<file path="config.mk">
export PLATFORM = sky130hd
export DESIGN_NAME = dual_mailbox
export DESIGN_NICKNAME = d
export VERILOG_FILES = /design/src/rtl/mbox_pkg.sv /design/src/rtl/mbox_queue.sv /design/src/rtl/mbox_side_ctrl.sv /design/src/rtl/dual_mailbox.sv
export SDC_FILE = /design/constraint.sdc
export NUM_CORES = 1
export LEC_CHECK = 0
export BUFFER_PORTS_ARGS = -buffer_cell sky130_fd_sc_hd__clkbuf_2
export CAP_MARGIN = 40
export CORE_MARGIN = 3
export CORE_UTILIZATION = 30
export DETAILED_ROUTE_END_ITERATION = 10
export GPL_ROUTABILITY_DRIVEN = 0
export HOLD_SLACK_MARGIN = 0.1
export PLACE_DENSITY = 0.42
export RECOVER_POWER = 100
export SETUP_SLACK_MARGIN = 0.02
export SYNTH_ARGS = -nofsm -noshare
export SYNTH_HDL_FRONTEND = slang
export SYNTH_SLANG_ARGS = --single-unit
</file>
<file path="constraint.sdc">
create_clock -name clk -period 8.4 [get_ports clk]
set_input_delay 1.26 -clock clk [delete_from_list [all_inputs] [get_ports clk]]
set_output_delay 1.26 -clock clk [all_outputs]
set_load 0.05 [all_outputs]
</file>
<file path="src/rtl/mbox_pkg.sv">
package mbox_pkg;
  localparam int SIDES = 2;

  typedef struct packed {
    logic push;   // enqueue wrData into this side's outgoing queue
    logic pop;    // dequeue head of this side's incoming queue
  } mbox_strobe_t;

  typedef enum logic [3:0] {
    IDX_SEND   = 4'd0,
    IDX_RECV   = 4'd2,
    IDX_STATUS = 4'd4,
    IDX_ERROR  = 4'd5,
    IDX_STHR   = 4'd6,
    IDX_RTHR   = 4'd7,
    IDX_ISTAT  = 4'd8,
    IDX_IEN    = 4'd9,
    IDX_IPEND  = 4'd10
  } mbox_idx_e;
endpackage

</file>
<file path="src/rtl/mbox_queue.sv">
module mbox_queue #(
  parameter int DATA_W = 32,
  parameter int DEPTH  = 16
) (
  input  logic                        clk,
  input  logic                        rstN,
  input  logic                        push,
  input  logic                        pop,
  input  logic [DATA_W-1:0]           wrWord,
  output logic [DATA_W-1:0]           headWord,
  output logic [$clog2(DEPTH+1)-1:0]  fill
);
  localparam int PTR_W = (DEPTH > 1) ? $clog2(DEPTH) : 1;
  localparam int CNT_W = $clog2(DEPTH+1);
  localparam logic [PTR_W-1:0] LAST = PTR_W'(DEPTH - 1);

  logic [DATA_W-1:0] mem [DEPTH];
  logic [PTR_W-1:0]  wrPtr, rdPtr;

  always_ff @(posedge clk) begin
    if (push) mem[wrPtr] <= wrWord;
  end

  always_ff @(posedge clk) begin
    if (!rstN) begin
      wrPtr <= '0;
      rdPtr <= '0;
      fill  <= '0;
    end else begin
      if (push) wrPtr <= (wrPtr == LAST) ? '0 : wrPtr + 1'b1;
      if (pop)  rdPtr <= (rdPtr == LAST) ? '0 : rdPtr + 1'b1;
      case ({push, pop})
        2'b10:   fill <= fill + 1'b1;
        2'b01:   fill <= fill - 1'b1;
        default: fill <= fill;
      endcase
    end
  end

  assign headWord = mem[rdPtr];

  // control must never push into a full queue
  a_r3_no_push_when_full: assert property (@(posedge clk) disable iff (!rstN)
    !(push && fill == CNT_W'(DEPTH)));
  // control must never pop an empty queue
  a_r4_no_pop_when_empty: assert property (@(posedge clk) disable iff (!rstN)
    !(pop && fill == '0));
  // fill stays within capacity
  a_r10_fill_bound: assert property (@(posedge clk) disable iff (!rstN)
    fill <= CNT_W'(DEPTH));
endmodule

</file>
<file path="src/rtl/mbox_side_ctrl.sv">
module mbox_side_ctrl
  import mbox_pkg::*;
#(
  parameter int DATA_W = 32,
  parameter int DEPTH  = 16,
  parameter int THR_W  = 4,
  parameter int ADDR_W = 6
) (
  input  logic                        clk,
  input  logic                        rstN,
  input  logic                        wrEn,
  input  logic                        rdEn,
  input  logic [ADDR_W-1:0]           addr,
  input  logic [DATA_W-1:0]           wrData,
  input  logic [$clog2(DEPTH+1)-1:0]  outFill,
  input  logic [$clog2(DEPTH+1)-1:0]  inFill,
  input  logic [DATA_W-1:0]           inHead,
  output logic [DATA_W-1:0]           rdData,
  output logic                        irq,
  output mbox_strobe_t                strobe
);
  localparam int CNT_W = $clog2(DEPTH+1);
  localparam int CMP_W = (CNT_W > THR_W) ? CNT_W : THR_W;

  logic [THR_W-1:0] sendThr, recvThr;
  logic [1:0]       irqEn, irqStat, errFlags;
  logic             prevSend, prevRecv;
  logic             hit;
  logic [3:0]       idx;
  logic             inEmpty, outFull, sendCond, recvCond;
  logic             wrSend, rdRecv, rdErr;
  logic [3:0]       statusWord;
  logic [1:0]       pendWord;

  assign hit = (addr[1:0] == 2'b00);
  assign idx = hit ? addr[5:2] : 4'hF;

  assign inEmpty  = (inFill == '0);
  assign outFull  = (outFill == CNT_W'(DEPTH));
  assign sendCond = CMP_W'(outFill) < CMP_W'(sendThr);
  assign recvCond = CMP_W'(inFill)  > CMP_W'(recvThr);

  assign statusWord = {recvCond, sendCond, outFull, inEmpty};
  assign pendWord   = irqStat & irqEn;
  assign irq        = |pendWord;

  assign wrSend = wrEn && idx == IDX_SEND;
  assign rdRecv = rdEn && idx == IDX_RECV;
  assign rdErr  = rdEn && idx == IDX_ERROR;

  assign strobe.push = wrSend && !outFull;
  assign strobe.pop  = rdRecv && !inEmpty;

  always_comb begin
    rdData = '0;
    if (rdEn) begin
      case (idx)
        IDX_RECV:   rdData = inEmpty ? '0 : inHead;
        IDX_STATUS: rdData = DATA_W'(statusWord);
        IDX_ERROR:  rdData = DATA_W'(errFlags);
        IDX_STHR:   rdData = DATA_W'(sendThr);
        IDX_RTHR:   rdData = DATA_W'(recvThr);
        IDX_ISTAT:  rdData = DATA_W'(irqStat);
        IDX_IEN:    rdData = DATA_W'(irqEn);
        IDX_IPEND:  rdData = DATA_W'(pendWord);
        default:    rdData = '0;
      endcase
    end
  end

  always_ff @(posedge clk) begin
    if (!rstN) begin
      sendThr  <= '0;
      recvThr  <= '0;
      irqEn    <= '0;
      irqStat  <= '0;
      errFlags <= '0;
      prevSend <= 1'b0;
      prevRecv <= 1'b0;
    end else begin
      prevSend <= sendCond;
      prevRecv <= recvCond;
      if (wrEn && idx == IDX_STHR) sendThr <= wrData[THR_W-1:0];
      if (wrEn && idx == IDX_RTHR) recvThr <= wrData[THR_W-1:0];
      if (wrEn && idx == IDX_IEN)  irqEn   <= wrData[1:0];
      irqStat <= (irqStat & ~((wrEn && idx == IDX_ISTAT) ? wrData[1:0] : 2'b00))
               | {recvCond && !prevRecv, sendCond && !prevSend};
      errFlags <= (rdErr ? 2'b00 : errFlags)
                | {wrSend && outFull, rdRecv && inEmpty};
    end
  end

  // overflowing write flags the error
  a_r3_full_flag: assert property (@(posedge clk) disable iff (!rstN)
    (wrEn && idx == IDX_SEND && outFill == CNT_W'(DEPTH)) |=> errFlags[1]);
  // empty read flags the error
  a_r4_empty_flag: assert property (@(posedge clk) disable iff (!rstN)
    (rdEn && idx == IDX_RECV && inFill == '0) |=> errFlags[0]);
  // error register is cleared by its read
  a_r6_clear_on_read: assert property (@(posedge clk) disable iff (!rstN)
    rdErr |=> errFlags == 2'b00);
  // a rising send condition latches interrupt status
  a_r8_send_edge: assert property (@(posedge clk) disable iff (!rstN)
    (sendCond && !prevSend) |=> irqStat[0]);
  // a rising receive condition latches interrupt status
  a_r8_recv_edge: assert property (@(posedge clk) disable iff (!rstN)
    (recvCond && !prevRecv) |=> irqStat[1]);
  // interrupt line low whenever nothing is enabled
  a_r9_irq_masked: assert property (@(posedge clk) disable iff (!rstN)
    (irqEn == 2'b00) |-> !irq);
endmodule

</file>
<file path="src/rtl/dual_mailbox.sv">
module dual_mailbox
  import mbox_pkg::*;
#(
  parameter int DATA_W = 32,
  parameter int DEPTH  = 16,
  parameter int THR_W  = 4,
  parameter int ADDR_W = 6
) (
  input  logic              clk,
  input  logic              rstN,
  input  logic              aWrEn,
  input  logic              aRdEn,
  input  logic [ADDR_W-1:0] aAddr,
  input  logic [DATA_W-1:0] aWrData,
  output logic [DATA_W-1:0] aRdData,
  output logic              aIrq,
  input  logic              bWrEn,
  input  logic              bRdEn,
  input  logic [ADDR_W-1:0] bAddr,
  input  logic [DATA_W-1:0] bWrData,
  output logic [DATA_W-1:0] bRdData,
  output logic              bIrq
);
  localparam int CNT_W = $clog2(DEPTH+1);

  logic              sWrEn   [SIDES];
  logic              sRdEn   [SIDES];
  logic [ADDR_W-1:0] sAddr   [SIDES];
  logic [DATA_W-1:0] sWrData [SIDES];
  logic [DATA_W-1:0] sRdData [SIDES];
  logic              sIrq    [SIDES];
  mbox_strobe_t      sStrobe [SIDES];
  logic [DATA_W-1:0] qHead   [SIDES];
  logic [CNT_W-1:0]  qFill   [SIDES];

  assign sWrEn[0] = aWrEn;  assign sWrEn[1] = bWrEn;
  assign sRdEn[0] = aRdEn;  assign sRdEn[1] = bRdEn;
  assign sAddr[0] = aAddr;  assign sAddr[1] = bAddr;
  assign sWrData[0] = aWrData;  assign sWrData[1] = bWrData;
  assign aRdData = sRdData[0];  assign bRdData = sRdData[1];
  assign aIrq = sIrq[0];        assign bIrq = sIrq[1];

  // queue s carries words written by side s to side 1-s
  for (genvar s = 0; s < SIDES; s++) begin : g_side
    mbox_queue #(.DATA_W(DATA_W), .DEPTH(DEPTH)) u_queue (
      .clk      (clk),
      .rstN     (rstN),
      .push     (sStrobe[s].push),
      .pop      (sStrobe[SIDES-1-s].pop),
      .wrWord   (sWrData[s]),
      .headWord (qHead[s]),
      .fill     (qFill[s])
    );

    mbox_side_ctrl #(.DATA_W(DATA_W), .DEPTH(DEPTH), .THR_W(THR_W),
                     .ADDR_W(ADDR_W)) u_ctrl (
      .clk     (clk),
      .rstN    (rstN),
      .wrEn    (sWrEn[s]),
      .rdEn    (sRdEn[s]),
      .addr    (sAddr[s]),
      .wrData  (sWrData[s]),
      .outFill (qFill[s]),
      .inFill  (qFill[SIDES-1-s]),
      .inHead  (qHead[SIDES-1-s]),
      .rdData  (sRdData[s]),
      .irq     (sIrq[s]),
      .strobe  (sStrobe[s])
    );
  end
endmodule

</file>
# Word-level counts from Yosys, hierarchy flattened
# Memory sizes are Yosys's and may differ from the RTL's. A register that Yosys moved wholly into a read port is not among the register bits.
# Cells that the tools add are included.
dict set report totals {
  n_memories 2
  output_inout_bits 66
  register_bits 58
  ramBits 1024
  in_bits 82
  elab_cells 140
}
dict set report op_classes {
  bitwise_logic 10
  n_lt_le_gt_ge 4
  reduce_logical 44
  eq_ne 26
  addsub 8
  mux 26
}
# memory depth width read_ports rd_ports_with_merged_regs wr line_no
set memory_table {}
lappend memory_table {{g_side[0].u_queue.mem} 16 32 1 1 1 mbox_queue.sv:17} ;# logic [DATA_W-1:0] mem [DEPTH];
lappend memory_table {{g_side[1].u_queue.mem} 16 32 1 1 1 mbox_queue.sv:17}
# op count
set ops {}
lappend ops {{one-hot mux 32 bit (8 select lines)} 2}
lappend ops {{2-to-1 mux 32 bit} 4}
lappend ops {{== test 4 bit (second input constant)} 10}
lappend ops {{2-to-1 mux 4 bit} 10}
lappend ops {{== test 4 x 3 -> 1 bit (second input constant)} 8}
lappend ops {{logical AND 1 bit} 26}
lappend ops {{one-hot mux 5 bit (2 select lines)} 2}
lappend ops {{adder 4 x 1 -> 4 bit (second input constant)} 4}
lappend ops {{adder 5 x 1 -> 5 bit (second input constant)} 2}
lappend ops {{== test 5 bit (second input constant)} 2}
lappend ops {{> comparator 5 x 4 -> 1 bit} 2}
lappend ops {{logical NOT 5 bit} 2}
lappend ops {{< comparator 5 x 4 -> 1 bit} 2}
lappend ops {{subtractor 5 x 1 -> 5 bit (second input constant)} 2}
lappend ops {{bitwise AND 2 bit} 4}
lappend ops {{== test 4 x 2 -> 1 bit (second input constant)} 2}
lappend ops {{logical NOT 1 bit} 8}
lappend ops {{logical NOT 4 bit} 2}
lappend ops {{2-to-1 mux 2 bit} 4}
lappend ops {{bitwise OR 2 bit} 4}
lappend ops {{== test 2 x 1 -> 1 bit (second input constant)} 2}
lappend ops {{== test 2 bit (second input constant)} 2}
lappend ops {{logical NOT 2 bit} 2}
lappend ops {{2-to-1 mux 1 bit} 4}
lappend ops {{other kinds (3)} 6}

# Depth between registers and ports, before layout
dict set report logic_depth {
  depth_word 8
  depth_mapped 15
  mapped_depth_nobuf 12
}

# Hierarchy
# From an unflattened synthesis, not the netlist that was laid out.
dict set report hier_totals {
  hier_cells 2137
  hier_area_um2 42859.9
}
# module seq_area_each_um2 cells_per_inst n_inst area_each_um2
set by_module_without_submodules {}
lappend by_module_without_submodules {mbox_queue 15715.1 893 2 20058.0}
lappend by_module_without_submodules {{mbox_side_ctrl (g_side[0].u_ctrl)} 320.3 175 1 1373.8}
lappend by_module_without_submodules {{mbox_side_ctrl (g_side[1].u_ctrl)} 320.3 176 1 1370.1}

# Least setup slack after synthesis
# Ideal clock, no wire load.
dict set report synth_timing {
  path_kind {input to register}
  startpoint {input aAddr[4]}
  endpoint {memory g_side[0].u_queue.mem[3][0] (enable)}
  setup_slack_ns 3.163
  arrival_time_ns 4.776
  required_ns 7.939
  setup_ns 0.461
  stages 5
  n_path_buf 1
  cell_sequence {or4_1 > a211oi_1 > clkbuf_1 > nand2_1 > nor3_1}
}
dict set report synth_via {
  elab_chain_cells 6
}
# item line_no
set synth_lines {}
lappend synth_lines {{from (decl)} dual_mailbox.sv:13} ;# input logic [ADDR_W-1:0] aAddr,
lappend synth_lines {{2-to-1 mux 4 bit} mbox_side_ctrl.sv:36} ;# assign idx = hit ? addr[5:2] : 4'hF;
lappend synth_lines {{logical NOT 4 bit} mbox_side_ctrl.sv:47} ;# assign wrSend = wrEn && idx == IDX_SEND;
lappend synth_lines {{logical AND 1 bit} mbox_side_ctrl.sv:47}
lappend synth_lines {{logical AND 1 bit} mbox_side_ctrl.sv:51} ;# assign strobe.push = wrSend && !outFull;
lappend synth_lines {{2-to-1 mux 1 bit} mbox_queue.sv:21} ;# if (push) mem[wrPtr] <= wrWord;
lappend synth_lines {{2-to-1 mux 1 bit (implied by the code)} mbox_queue.sv:21}
lappend synth_lines {{to (decl)} mbox_queue.sv:17}
# No other way between the ends.

==> reports/summary.log <==
qor: route.drt_pass1_iterations 5
qor: route.route.vias.total 20400
qor: worst_setup_path.critical_path_class reg2out
qor: worst_setup_path.critical_path_required 7.14 ns
qor: timing.unrepaired_setup_endpoints_after_global_routing no
qor: grt.grt_start_max_net_pins 72
qor: min_path.startpoint_of_the_worst_hold_path g_side[0].u_ctrl.errFlags[0]
qor: synthesis.syn_avg_cell_area 21.3 sq um
qor: route.drt-vias-per-instance 4.82
qor: die.die_h 384 microns
qor: job.max_cap_viol_count 38
qor: timing.total_negative_slack_for_setup_checks 0 ns
qor: grt.antenna_violations_before_repair 9
qor: synthesis.yosys.cell_count.top_type sky130_fd_sc_hd__edfxtp_1
qor: die.floorplan.die_area 147000 sq um
qor: synthesis.postSynthRegisterBits 1090
qor: die.placementRows 138
qor: die.floorplan.die.width 384 microns
qor: grt.grt_pass1_wl 156000 microns
qor: synthesis.mappedNetlistArea 42800 sq um
qor: synthesis.synth.cells.most_frequent sky130_fd_sc_hd__edfxtp_1 (1024), sky130_fd_sc_hd__mux4_2 (316), sky130_fd_sc_hd__nor2b_1 (68)
qor: status.violations capacitance limit, slew limit
qor: timing.timing.final.hold_violations 0
qor: synthesis.synth_sequential_area_ratio 74.9%
qor: grt.first_global_vias 22100
qor: finish.final_util 35.2%
qor: synthesis.syn-instance-count 2013
qor: worst_setup_path.data_arrival_time_of_the_critical_path 5.18 ns
qor: pwr.totalPowerFinal 11.3 mW
qor: route.drt_first_iter_violations 1282
qor: synthesis.synth-edff-count 1024
qor: route.routedWlPerCell 25.2 microns
qor: placement.place.detailed.instances 4004
qor: finish.syn2layout_area_growth 16.4%
qor: route.route.detailed.drc 0
qor: min_path.min_delay_path_depth 2
qor: worst_setup_path.critical_path_peak_fanout 43
qor: timing.slew-limit-headroom -121%
qor: clocking.clkLatencyLatePin 0.72 ns
qor: placement.port_buffers 147
qor: synthesis.ys.warnings.count 0
qor: timing.max_clock_freq 155 MHz
qor: worst_setup_path.worst_r2r_endpoint g_side[0].u_queue.mem[9][21]
qor: finish.drive_gt1_share 24.4%
qor: timing.worst_margin_slew 3.32 ns
qor: status.status finished, violations left
qor: clocking.clock_tree.buffer_depth 3
qor: placement.place.detailed.hpwl 57900 microns
qor: clocking.ctsRootBufferMaster sky130_fd_sc_hd__clkbuf_16
qor: synthesis.synth_cell_types 59
qor: clocking.postCtsSetupBuffers 0
qor: pwr.static-leakage-power 14.8 nW
qor: die.core-area 142000 sq um
qor: timing.period_share 76.6%
qor: pwr.power-per-cell-area 227 nW/um^2
qor: min_path.min_path_type reg2reg
qor: route.antenna_left 0
qor: synthesis.synth_top_cells_by_area sky130_fd_sc_hd__edfxtp_1 (72%), sky130_fd_sc_hd__mux4_2 (17%), sky130_fd_sc_hd__dfxtp_1 (3.1%)
qor: worst_setup_path.r2r_start g_side[0].u_queue.fill[2]
qor: timing.timing.final.max_slew_violations 1066
qor: grt.global_route.overflow_total 0
qor: route.wire_length_after_detailed_routing 107000 microns
qor: pwr.vdd_drop_max 0.000191 V
qor: min_path.worst_hold_path.endpoint g_side[0].u_ctrl.errFlags[0]
qor: timing.finalSetupViolCount 0
qor: clocking.tritoncts.num_buffers 120
qor: worst_setup_path.critPathCaptureType primary output
qor: die.io_pins 148
qor: finish.fin_cells 4232
qor: clocking.clock_sinks 1090
qor: finish.design.final.nets 2348
qor: worst_setup_path.regToRegSetupSlack 3.28 ns
qor: worst_setup_path.number_of_cells_on_the_worst_reg_to_reg_path 6
qor: synthesis.syn_nets 2125
qor: worst_setup_path.start_kind flop
qor: clocking.htreeDepth 3
qor: clocking.cts_hold_buffers 0
qor: clocking.post_cts.resized_instances 0
qor: timing.worst_hold_slack 0.487 ns
qor: grt.globalRouteTotalUtil 14.6%
qor: clocking.cts.reportedPaths.clkPinSlew 0.06 ns
qor: timing.finClkSkew 0.0267 ns
qor: clocking.tritoncts built
qor: synthesis.synth_top_area_cell sky130_fd_sc_hd__edfxtp_1
qor: synthesis.netlist.area_leader.share 71.8%
qor: synthesis.postSynth.topFlopCell sky130_fd_sc_hd__edfxtp_1
qor: timing.finalCriticalPeriod 6.44 ns
qor: die.start_util 30.3%
qor: synthesis.synthArstFlopShare 0%
final cells by class:
class | count | area (sq um)
tap | 1890 | 2360
timing repair buffer | 205 | 937
fill | 13300 | 91700
clock buffer | 151 | 3150
clock inverter | 72 | 818
inverter | 30 | 113
antenna | 5 | 12.5
sequential | 1090 | 32100
multi-input combinational | 789 | 10400
sequential cells by signal, summed over array words and instances (netlist names), named ones only:
| register | cells |
|---|---|
| g_side.u_ctrl.recvThr | 8 |
| g_side.u_queue.mem | 1024 |
| g_side.u_ctrl.irqStat | 4 |
| g_side.u_ctrl.irqEn | 4 |
| g_side.u_ctrl.prevRecv | 2 |
| g_side.u_ctrl.errFlags | 4 |
| g_side.u_queue.fill | 10 |
| g_side.u_queue.rdPtr | 8 |
| g_side.u_ctrl.sendThr | 8 |
| g_side.u_ctrl.prevSend | 2 |
| g_side.u_queue.wrPtr | 8 |
through the flow:
step           worst slack (ns)  instance area (sq um)
2_1_floorplan              3.16                  42800
3_3_place_gp               3.38                  46200
3_5_place_dp               3.31                  46400
4_1_cts                    3.09                  50300
5_1_grt                    1.52                  49800
6_report                   1.96                  49900
critical path: stages, from the launching register on:
cell and delay, ns:
sky130_fd_sc_hd__dfxtp_4 0.67, sky130_fd_sc_hd__clkbuf_1 2.18, sky130_fd_sc_hd__mux4_2 0.57, sky130_fd_sc_hd__mux2_2 0.17, sky130_fd_sc_hd__a21oi_1 0.10, sky130_fd_sc_hd__o22ai_1 0.23
sky130_fd_sc_hd__clkbuf_1 0.50
power by group:
part	internal [mW]	switching [mW]
Combinational	0.0210	0.0938
Sequential	5.94	0.00135
Clock	3.09	2.19
Total	9.05	2.28
layer usage:
layer / vias up / track usage (%) / part of all wire [%]
li1: 8830 / - / -
met2: 410 / 25.9 / 52
met5: - / 0 / 0.012
met1: 11000 / 18.4 / 42
met4: 2 / 3.71 / 2.1
met3: 163 / 2.64 / 3.9
worst max path at each step:
stage / from / endpoint / slack (ns) / depth (start not counted)
6_report: flop / aRdData[0] / 1.96 / 6
2_1_floorplan: aAddr[4] / g_side[0].u_queue.mem[3][0] / 3.16 / 5
3_3_place_gp: bAddr[1] / bRdData[2] / 3.38 / 8
5_1_grt: flop / aRdData[14] / 1.52 / 6
3_5_place_dp: bAddr[1] / bRdData[2] / 3.31 / 8
4_1_cts: flop / bRdData[3] / 3.09 / 7
logic make-up after synthesis:
logic type	Yosys count	share of synthesized area, %
AOI/OAI and AO/OA	130	2.01
xor gates and xnor gates	13	0.266
adders and majority gates	30	0.876
buffers and inverters	134	1.21
DFF	1090	74.9
muxes	349	17.4
and+or+nand+nor	267	3.36
layout by cell type, fill, tap and decap left out, types with 16 or more instances in the layout:
cell                        synthesis  layout
sky130_fd_sc_hd__nor2_1            48      34
sky130_fd_sc_hd__clkinv_2           0      25
sky130_fd_sc_hd__dfxtp_1           66      58
sky130_fd_sc_hd__clkbuf_2           0      30
sky130_fd_sc_hd__nor2b_1           68      68
sky130_fd_sc_hd__a21oi_1           31      31
sky130_fd_sc_hd__and2_1            47      33
sky130_fd_sc_hd__nand2_1           48      48
sky130_fd_sc_hd__mux4_2           316     316
sky130_fd_sc_hd__o21ai_0           23      24
sky130_fd_sc_hd__inv_1             29      30
sky130_fd_sc_hd__edfxtp_1        1024    1024
sky130_fd_sc_hd__mux2i_1           26      26
sky130_fd_sc_hd__ha_1              30      30
sky130_fd_sc_hd__clkbuf_1          65     190
sky130_fd_sc_hd__clkinv_1           0      16
sky130_fd_sc_hd__clkbuf_16          0     121
Power figures use the tool's default switching activity.
